<file path="src/rtl/sec_erase_pkg.sv">
package sec_erase_pkg;
  typedef enum logic [2:0] {
    ST_IDLE, ST_C1, ST_C2, ST_C3, ST_C4, ST_C5, ST_WIN, ST_BUSY
  } seq_state_e;

  localparam logic [7:0]  CMD_KEY1     = 8'hAA;
  localparam logic [7:0]  CMD_KEY2     = 8'h55;
  localparam logic [7:0]  CMD_SETUP    = 8'h80;
  localparam logic [7:0]  CMD_SECERASE = 8'h30;
  localparam logic [11:0] KEY_ADDR1    = 12'h555;
  localparam logic [11:0] KEY_ADDR2    = 12'h2AA;
endpackage

</file>
<file path="src/rtl/sec_cmd_seq.sv">
module sec_cmd_seq
  import sec_erase_pkg::*;
#(
  parameter int LW = 12
) (
  input  logic          clk,
  input  logic          rst,
  input  logic          wr_en,
  input  logic [LW-1:0] wr_low,
  input  logic [7:0]    wr_data,
  input  logic          expire,
  input  logic          erase_done,
  output logic          add_sector,
  output logic          drop_set,
  output logic          start_q,
  output logic          win_q,
  output logic          busy_q
);
  localparam logic [LW-1:0] A1 = LW'(KEY_ADDR1);
  localparam logic [LW-1:0] A2 = LW'(KEY_ADDR2);

  seq_state_e st_q, st_d;
  logic key1, key2, setup, launch;

  // Decode of the unlock and setup writes.
  assign key1  = (wr_data == CMD_KEY1)  && (wr_low == A1);
  assign key2  = (wr_data == CMD_KEY2)  && (wr_low == A2);
  assign setup = (wr_data == CMD_SETUP) && (wr_low == A1);

  always_comb begin
    st_d       = st_q;
    add_sector = 1'b0;
    drop_set   = 1'b0;
    launch     = 1'b0;
    unique case (st_q)
      ST_IDLE: if (wr_en && key1) st_d = ST_C1;
      ST_C1:   if (wr_en) st_d = key2  ? ST_C2 : ST_IDLE;
      ST_C2:   if (wr_en) st_d = setup ? ST_C3 : ST_IDLE;
      ST_C3:   if (wr_en) st_d = key1  ? ST_C4 : ST_IDLE;
      ST_C4:   if (wr_en) st_d = key2  ? ST_C5 : ST_IDLE;
      ST_C5: begin
        if (wr_en) begin
          if (wr_data == CMD_SECERASE) begin
            add_sector = 1'b1;
            st_d       = ST_WIN;
          end else begin
            st_d = ST_IDLE;
          end
        end
      end
      ST_WIN: begin
        // A write takes priority over a tick expiring in the same cycle.
        if (wr_en) begin
          if (wr_data == CMD_SECERASE) begin
            add_sector = 1'b1;
          end else begin
            drop_set = 1'b1;
            st_d     = ST_IDLE;
          end
        end else if (expire) begin
          launch = 1'b1;
          st_d   = ST_BUSY;
        end
      end
      ST_BUSY: begin
        if (erase_done) begin
          drop_set = 1'b1;
          st_d     = ST_IDLE;
        end
      end
      default: st_d = ST_IDLE;
    endcase
  end

  always_ff @(posedge clk) begin
    if (rst) begin
      st_q    <= ST_IDLE;
      start_q <= 1'b0;
      win_q   <= 1'b0;
      busy_q  <= 1'b0;
    end else begin
      st_q    <= st_d;
      start_q <= launch;
      win_q   <= (st_d == ST_WIN);
      busy_q  <= (st_d == ST_BUSY);
    end
  end
endmodule

</file>
<file path="src/rtl/sec_win_timer.sv">
module sec_win_timer #(
  parameter int TIMEOUT_US = 50
) (
  input  logic clk,
  input  logic rst,
  input  logic run,
  input  logic restart,
  input  logic us_tick,
  output logic expire
);
  localparam int CW = (TIMEOUT_US > 1) ? $clog2(TIMEOUT_US) : 1;
  localparam logic [CW-1:0] LAST = CW'(TIMEOUT_US - 1);

  logic [CW-1:0] cnt_q;

  assign expire = run && us_tick && (cnt_q == LAST);

  always_ff @(posedge clk) begin
    if (rst || restart) begin
      cnt_q <= '0;
    end else if (run && us_tick && (cnt_q != LAST)) begin
      cnt_q <= cnt_q + 1'b1;
    end
  end
endmodule

</file>
<file path="src/rtl/sec_map.sv">
module sec_map #(
  parameter int NSEC = 16,
  parameter int SW   = 4
) (
  input  logic            clk,
  input  logic            rst,
  input  logic            set_en,
  input  logic [SW-1:0]   set_idx,
  input  logic            clear,
  output logic [NSEC-1:0] map_q
);
  for (genvar i = 0; i < NSEC; i++) begin : g_bit
    always_ff @(posedge clk) begin
      if (rst || clear) begin
        map_q[i] <= 1'b0;
      end else if (set_en && (set_idx == SW'(i))) begin
        map_q[i] <= 1'b1;
      end
    end
  end
endmodule

</file>
<file path="src/rtl/sec_erase_collector.sv">
module sec_erase_collector #(
  parameter int AW         = 16,
  parameter int NSEC       = 16,
  parameter int TIMEOUT_US = 50
) (
  input  logic            clk,
  input  logic            rst,
  input  logic            wr_en,
  input  logic [AW-1:0]   wr_addr,
  input  logic [7:0]      wr_data,
  input  logic            us_tick,
  input  logic            erase_done,
  output logic [NSEC-1:0] sector_map,
  output logic            erase_start,
  output logic            window_open,
  output logic            busy
);
  localparam int SW = (NSEC > 1) ? $clog2(NSEC) : 1;
  localparam int LW = AW - SW;

  logic add_sector, drop_set, expire;

  sec_cmd_seq #(.LW(LW)) u_seq (
    .clk        (clk),
    .rst        (rst),
    .wr_en      (wr_en),
    .wr_low     (wr_addr[LW-1:0]),
    .wr_data    (wr_data),
    .expire     (expire),
    .erase_done (erase_done),
    .add_sector (add_sector),
    .drop_set   (drop_set),
    .start_q    (erase_start),
    .win_q      (window_open),
    .busy_q     (busy)
  );

  sec_win_timer #(.TIMEOUT_US(TIMEOUT_US)) u_timer (
    .clk     (clk),
    .rst     (rst),
    .run     (window_open),
    .restart (add_sector),
    .us_tick (us_tick),
    .expire  (expire)
  );

  sec_map #(.NSEC(NSEC), .SW(SW)) u_map (
    .clk     (clk),
    .rst     (rst),
    .set_en  (add_sector),
    .set_idx (wr_addr[AW-1 -: SW]),
    .clear   (drop_set),
    .map_q   (sector_map)
  );
endmodule

</file>
<file path="config.mk">
export PLATFORM = sky130hd
export DESIGN_NAME = sec_erase_collector
export DESIGN_NICKNAME = d
export VERILOG_FILES = /design/src/rtl/sec_erase_pkg.sv /design/src/rtl/sec_cmd_seq.sv /design/src/rtl/sec_win_timer.sv /design/src/rtl/sec_map.sv /design/src/rtl/sec_erase_collector.sv
export SDC_FILE = /design/constraint.sdc
export NUM_CORES = 1
export LEC_CHECK = 0
export CORE_MARGIN = 5
export CORE_UTILIZATION = 49
export DETAILED_ROUTE_END_ITERATION = 6
export PLACE_DENSITY_LB_ADDON = 0.15
export SLEW_MARGIN = 5
export SYNTH_ARGS = -nofsm -noshare
export SYNTH_HDL_FRONTEND = slang
export SYNTH_SLANG_ARGS = --single-unit
</file>
<file path="constraint.sdc">
create_clock -name clk -period 4.5 [get_ports clk]
set_clock_uncertainty 0.15 [all_clocks]
set_input_delay 0.9 -clock clk [delete_from_list [all_inputs] [get_ports clk]]
set_output_delay 0.9 -clock clk [all_outputs]
set_load 0.05 [all_outputs]
</file>
* Word level (Yosys, flattened, before mapping)
Index checks and enable logic that the tools add are counted.
Cells by class: $add $sub $neg 1, equal/unequal tests 32, mux-type cells 24, bitwise gates (word level) 1, reductions and logical operators 29
Operator list (count):
- $mux 3 | 13
- $eq 4x4->1 const B | 8
- $pmux 3 s8 | 1
- $logic_and 1x1->1 | 23
- $eq 3x3->1 const B | 6
- $eq 4x3->1 const B | 4
- $eq 8x8->1 const B | 2
- $eq 12x10->1 const B | 1
- $eq 12x11->1 const B | 1
- $eq 4x2->1 const B | 2
- $eq 8x6->1 const B | 1
- $eq 8x7->1 const B | 1
- $mux 1 | 7
- $add 6x1->6 const B | 1
- $eq 3x2->1 const B | 2
- $eq 6x6->1 const B | 1
- $ne 6x6->1 const B | 1
- $eq 4x1->1 const B | 1
- $logic_not 4->1 | 1
- $mux 2 | 2
- $eq 3x1->1 const B | 1
- $logic_not 3->1 | 1
- $reduce_or 3->1 | 1
- $logic_or 1x1->1 | 2
- other kinds (3) | 3
Storage, ports and cells: bits in registers 28, input bits 29, output and inout bits 19, word-level logic and storage cells 108

* Longest topological paths before layout
Gate-level depths: netlist of run 1.
depth after elaboration 6, mapped depth 7, depth with buffers taken out 7

* By module
Synthesis of run 1 repeated with hierarchy kept, for this count alone.
Unflattened totals: cells, all modules 152, area total of the unflattened synthesis 1420.1 sq um
Modules (own cells, without submodules):
- sec_map | times used 1, cells each 42, area each 548.0 sq um, seq. area each 320.3 sq um
- sec_cmd_seq | times used 1, cells each 72, area each 543.0 sq um, seq. area each 120.1 sq um
- sec_win_timer | times used 1, cells each 38, area each 329.1 sq um, seq. area each 120.1 sq um

* Least setup slack after synthesis of run 1
Ideal clock, no wire load.
path kind input to register, start input wr_data[1], end register u_map.map_q[12], library setup time 0.064 ns, data arrival time 2.120 ns, data required time 4.286 ns, setup slack 2.166 ns, stages on the path 6, buffers on the path 1, cells stage by stage nor4b_2 -> a21boi_2 -> mux2_2 -> a31o_4 -> buf_6 -> nor2_2
Between the ends: cells in the longest elaborated chain, start to end 5, elaborated cells between the ends (all ways) 9, those cells by class eq/ne: 1; mux: 6; reduce/logical: 2
RTL lines:
- from (decl) | RTL line sec_erase_collector.sv:10 | input logic [7:0] wr_data,
- $eq 8x6->1 * | RTL line sec_cmd_seq.sv:43, sec_cmd_seq.sv:54
- $mux 1 (on tied branches) | RTL line sec_cmd_seq.sv:54, sec_cmd_seq.sv:43
- $mux 1 | RTL line sec_cmd_seq.sv:53 | if (wr_en) begin
- $pmux 1 s2 or $mux 1 (tied branches)
- $logic_or 1x1->1 or $logic_and 1x1->1 (tied branches) | RTL line sec_map.sv:14, sec_map.sv:16
- to (signal, indexed assignment) | RTL line sec_map.sv:15 | map_q[i] <= 1'b0;
- to (signal, indexed assignment) | RTL line sec_map.sv:17 | map_q[i] <= 1'b1;
- to (decl) | RTL line sec_map.sv:10 | output logic [NSEC-1:0] map_q
Mark *: on every way between the ends. The rest lies on a longest branch, timed or not. A chain may end at the register's enable or synchronous reset.

* Worst setup path after layout of run 1
start input wr_data[0], end register u_map.map_q[13]
The elaborated chain is that of the path after synthesis.

==> results of run 1 <==
[critical path: cells and delay by family]
| family | cells | cell delay (ns) |
|---|---|---|
| buffers and inverters | 1 | 0.49 |
| AO/OA/AOI/OAI | 1 | 0.19 |
| AND/OR/NAND/NOR | 4 | 1.25 |
[placed cells by master (no fill, tap or decap), types with 2 or more instances in the layout]
cell	instances
xnor2_1	2
nor2_2	10
a211oi_1	2
nor4bb_1	4
nand2b_1	2
o22ai_1	3
nor2_1	21
clkbuf_4	3
o21ai_0	6
nand3_1	2
nor2b_1	6
clkdlybuf4s50_1	47
a31oi_1	4
xor2_1	3
nor4b_1	2
inv_1	7
nand4_1	9
and4b_1	3
nor3_1	10
nand2_1	6
and2_1	2
nor4_1	2
dfxtp_1	28
and3b_1	2
a21oi_1	14
ha_1	2
[final timing paths]
path                                   to  slack (ns)  cells after the start
max          u_map.map_q[13]$_SDFFE_PP0P_        1.79                      6
min reg2reg  u_map.map_q[12]$_SDFFE_PP0P_        0.34                      2
max reg2reg  u_map.map_q[13]$_SDFFE_PP0P_        2.43                      5
min          u_map.map_q[12]$_SDFFE_PP0P_        0.34                      2
[through the flow]
| step | area (um2) | total power, mW |
|---|---|---|
| after floorplan | 1445 | 0.2698 |
| final | 1946 | 0.3954 |
| after CTS | 1946 | 0.3973 |
| after global placement | 1923 | 0.3017 |
| after global routing | 1946 | 0.4128 |
| after detailed placement | 1923 | 0.3026 |
[cells by family after synthesis]
group                      share of synthesized area
AOI/OAI and AO/OA                             0.1576
xor gates and xnor gates                     0.03031
adders and majority gates                    0.01731
buffers and inverters                        0.03983
DFF                                           0.3879
muxes                                       0.007792
and+or+nand+nor                               0.3593
[state kept, by name (all words and copies together), names as in the netlist]
name	flops
u_map.map_q	16
u_seq.busy_q	1
u_seq.win_q	1
u_seq.st_q	3
u_timer.cnt_q	6
u_seq.start_q	1
[cell type report]
cell class,instances,area (um2)
multi-input cells,130,827.0
repair buffers,47,470.5
flip-flops and latches,28,560.5
well taps,31,38.79
inverters,7,26.28
fillers,240,835.8
clock buffers,3,22.52
[metal layers]
| layer | GRT usage | part of all wire |
|---|---|---|
| met1 | 0.2058 | 0.40 |
| met2 | 0.3109 | 0.51 |
| met3 | 0.04028 | 0.077 |
| met4 | 0.06361 | 0.012 |
| met5 | 0 | 0 |
[power by group]
group	leakage [nW]	total (mW)	internal, mW	switching, mW
Clock	0.0138	0.0980	0.0314	0.0667
Combinational	0.444	0.0495	0.0289	0.0206
Sequential	0.225	0.248	0.248	0.0000000376
==> results.yml, run 1 <==
status:
  status: "finished clean"
min_path:
  holdCritStartpoint: "u_map.map_q[12]$_SDFFE_PP0P_"
  hold_class: "flip-flop to flip-flop"
logic_synthesis:
  ys_async_sr_fraction: 0
  yosysWarnings: 0
  ys_types: 39
  synth_flop_cell: "dfxtp_1"
  syn_nets: 201
  synth_top_area_share: 0.3879
  synth_seq_area_share: 0.3879
  yosysMostFrequentCell: "dfxtp_1"
  avgSynthCellArea_um2: 8.501
  synth_area_leaders: "dfxtp_1, nor2_1, a21oi_1, nor2_2, nand4_1"
  synth_edf_count: 0
  synth_commonest_cells: "dfxtp_1, nor2_1, a21oi_1"
  synth_area_leader_cell: "dfxtp_1"
  netlist_area_um2: 1445
  ys_seq_elements: 28
  synthCells: 170
sta:
  slew_headroom: 0.6196
  fin_crit_ns: 2.711
  worst_pin_slew_ns: 0.5662
  period_share: 0.6024
  whs_ns: 0.3352
  setup_violations: 0
  worst_slack_ns: 1.789
  fmax_mhz: 368.9
  drv_slew: 0
  fin_tns_setup_ns: 0
  hold_viol: 0
  rsz0062_at_grt: "false"
pwr:
  worst_ir_drop_vdd_v: 0.0001556
  cellPowerDensity_nw_per_um2: 203.2
  leakagePower_nw: 0.6830
cells_and_area:
  final_cells: 246
  drive_gt1_frac: 0.08372
  postLayoutCoreUtil: 0.6995
  diodes: 0
  finalNetCount: 248
  syn_to_final_growth_pct: 34.63
clocking:
  cts_buffers: 3
  cts_root_buf: "clkbuf_4"
  clock_sinks: 28
  cts.path.max_buffers: 2
  cts_tree: "built"
  post_cts_resized: 0
  cts_setup_buffers: 0
  clk-insertion-delay-late_ns: 0.32
  clkTransAtPathRegs_ns: 0.14
  htreeDepth: 1
  cts_hold_buf: 0
global_route:
  grt_pass1_wl_um: 6127
  gr-total-overflow: 0
  grt_max_degree: 17
  antenna_found_initial: 0
  grt_pass1_vias: 1458
  grt_use_total: 0.1762
critical_path:
  worst_path_largest_cell_delay_ns: 0.50
  worst-setup-path-type: "primary input to flip-flop"
  cp-end-kind: "flip-flop"
  cp.arrival_ns: 2.83
  crit_chain: "clkdlybuf4s50_1, nor4b_4, nand4_1, nor3_1, a31oi_1, nor2_2"
  cp-start-kind: "primary input"
  required_ns: 4.62
  crit_start: "wr_data[0]"
  slowest_stage: "nor3_1"
  crit_fanout: 5
  regToRegStartpoint: "u_seq.st_q[1]$_SDFF_PP0_"
place:
  dpl.hpwl_um: 2850
  gp_congestion: 0.9455
  dpl_worst_slack_ns: 1.429
  io_buffers: 47
  dp_cells: 243
drt:
  ant_nets: 0
  wl_um: 3470
  first_pass_iters: 5
  drc: 0
  vias: 1426
  wl_per_cell_um: 14.11
  viasPerCell: 5.797
  drt_iter0_drc: 78
run:
  maxCapViolations: 0
floorplan:
  die_area_um2: 4135
  fp.dieW_um: 64.31
  die_height_um: 64.31
  rows: 19
  start_util: 0.5196
  core_area_um2: 2781
  io_pins: 48
No activity file was read; power rests on OpenSTA's default activity.
==> run 2: changes to the inputs <==
- CORE_UTILIZATION: 49 -> 45
- clock period: 4.5 -> 2.75 ns (I/O delays scaled with it)
==> results.yml, run 2 (synthesized netlist as in run 1, its figures left out) <==
sta:
  worst_pin_slew_ns: 0.6119
  period_share: 0.8893
  setup_violations: 0
  fin_crit_ns: 2.446
  drv_slew: 0
  slew_headroom: 0.5890
  rsz0062_at_grt: "false"
  whs_ns: 0.3356
  hold_viol: 0
  fmax_mhz: 408.9
  fin_tns_setup_ns: 0
pwr:
  worst_ir_drop_vdd_v: 0.0004004
  leakagePower_nw: 0.6956
  cellPowerDensity_nw_per_um2: 342.9
clocking:
  cts.path.max_buffers: 2
  cts_hold_buf: 0
  post_cts_resized: 0
  clk-insertion-delay-late_ns: 0.32
  clkTransAtPathRegs_ns: 0.14
  clock_sinks: 28
  cts_setup_buffers: 0
  htreeDepth: 1
  cts_tree: "built"
  cts_root_buf: "clkbuf_4"
  cts_buffers: 3
place:
  dpl.hpwl_um: 2890
  gp_congestion: 0.8582
  io_buffers: 47
  place_area_um2: 1947
critical_path:
  cp_num_buf_inv: 1
  slowest_stage: "nor3_1"
  crit_fanout: 5
  crit_chain: "clkdlybuf4s50_1, nor4b_4, nand4_1, nor3_1, a31oi_1, nor2_2"
  cp.arrival_ns: 2.57
  required_ns: 2.87
  worst_path_largest_cell_delay_ns: 0.52
  cp-end-kind: "flip-flop"
  cp-start-kind: "primary input"
  regToRegStartpoint: "u_seq.st_q[1]$_SDFF_PP0_"
  cpLargestDelayFamily: "simple AND/OR/NAND/NOR gates"
  crit_start: "wr_data[0]"
  worst-setup-path-type: "primary input to flip-flop"
global_route:
  grt_pass1_wl_um: 6272
  grt_use_total: 0.1806
  grt_max_degree: 17
  antenna_found_initial: 0
  gr-total-overflow: 0
  grt_pass1_vias: 1428
cells_and_area:
  top_register: "u_map.map_q"
  final_common_cell: "clkdlybuf4s50_1"
  syn_to_final_growth_pct: 37.23
  largest_register_ffs: 16
  drive_gt1_frac: 0.09217
  fillers: 258
  top_regs: "u_map.map_q x16, u_timer.cnt_q x6, u_seq.st_q x3"
  finalNetCount: 249
  postLayoutCoreUtil: 0.6443
  final_cell_mix: "clkdlybuf4s50_1, dfxtp_1, nor2_1, a21oi_1"
  fin_area_um2: 1983
  diodes: 0
drt:
  first_pass_iters: 4
  vias: 1443
  drc: 0
  drt_iter0_drc: 95
  viasPerCell: 5.529
  wl_um: 3622
  ant_nets: 0
  wl_per_cell_um: 13.88
floorplan:
  fp.dieW_um: 66.67
  die_area_um2: 4445
  core_area_um2: 3078
  die_height_um: 66.67
  start_util: 0.4695
  rows: 20
  io_pins: 48
min_path:
  holdCritStartpoint: "u_map.map_q[15]$_SDFFE_PP0P_"
  hold_class: "flip-flop to flip-flop"
run:
  maxCapViolations: 0
status:
  status: "finished clean"
run 2: cell type report:
class | instances | area [um2] | area share
multi-input combinational | 130 | 827.0 | 0.4170
sequential | 28 | 560.5 | 0.2827
timing repair buffer | 48 | 478.0 | 0.2410
tap | 44 | 55.05 | 0.02776
clock buffer | 4 | 36.28 | 0.01830
inverter | 7 | 26.28 | 0.01325
run 2: path summary, 6_finish.rpt:
check        cells past startpoint  slack, ns                      endpoint
max                              6       0.30  u_map.map_q[12]$_SDFFE_PP0P_
min                              2       0.34  u_map.map_q[15]$_SDFFE_PP0P_
max reg2reg                      5       0.58  u_map.map_q[12]$_SDFFE_PP0P_
min reg2reg                      2       0.34  u_map.map_q[15]$_SDFFE_PP0P_
run 2: where the power goes:
part / total [mW] / internal [mW] / switching [mW]
Sequential: 0.406 / 0.406 / 0.0000000595
Combinational: 0.0810 / 0.0473 / 0.0337
Clock: 0.193 / 0.0810 / 0.112
run 2: per-layer routing:
| metal | vias up | global-route usage | wire (um) |
|---|---|---|---|
| met5 | - | 0 | 0 |
| met4 | 0 | 0.05838 | 45 |
| met3 | 7 | 0.04553 | 215 |
| met2 | 51 | 0.2908 | 1737 |
| met1 | 671 | 0.2343 | 1624 |
| li1 | 714 | - | - |
run 2: worst register-to-register path, stage by stage (launching register included):
cell and delay (ns):
dfxtp_1 0.69, xor2_1 0.25, nand4_1 0.22, nor3_1 0.52, a31oi_1 0.20, nor2_2 0.10
run 2: through the flow:
stage	setup WS, ns	std cells	power [mW]
2_1_floorplan	0.7662	170	0.4416
3_3_place_gp	0.07238	257	0.4931
3_5_place_dp	-0.007970	257	0.4948
4_1_cts	0.3361	261	0.6891
5_1_grt	0.1863	261	0.7130
6_report	0.3043	261	0.6801
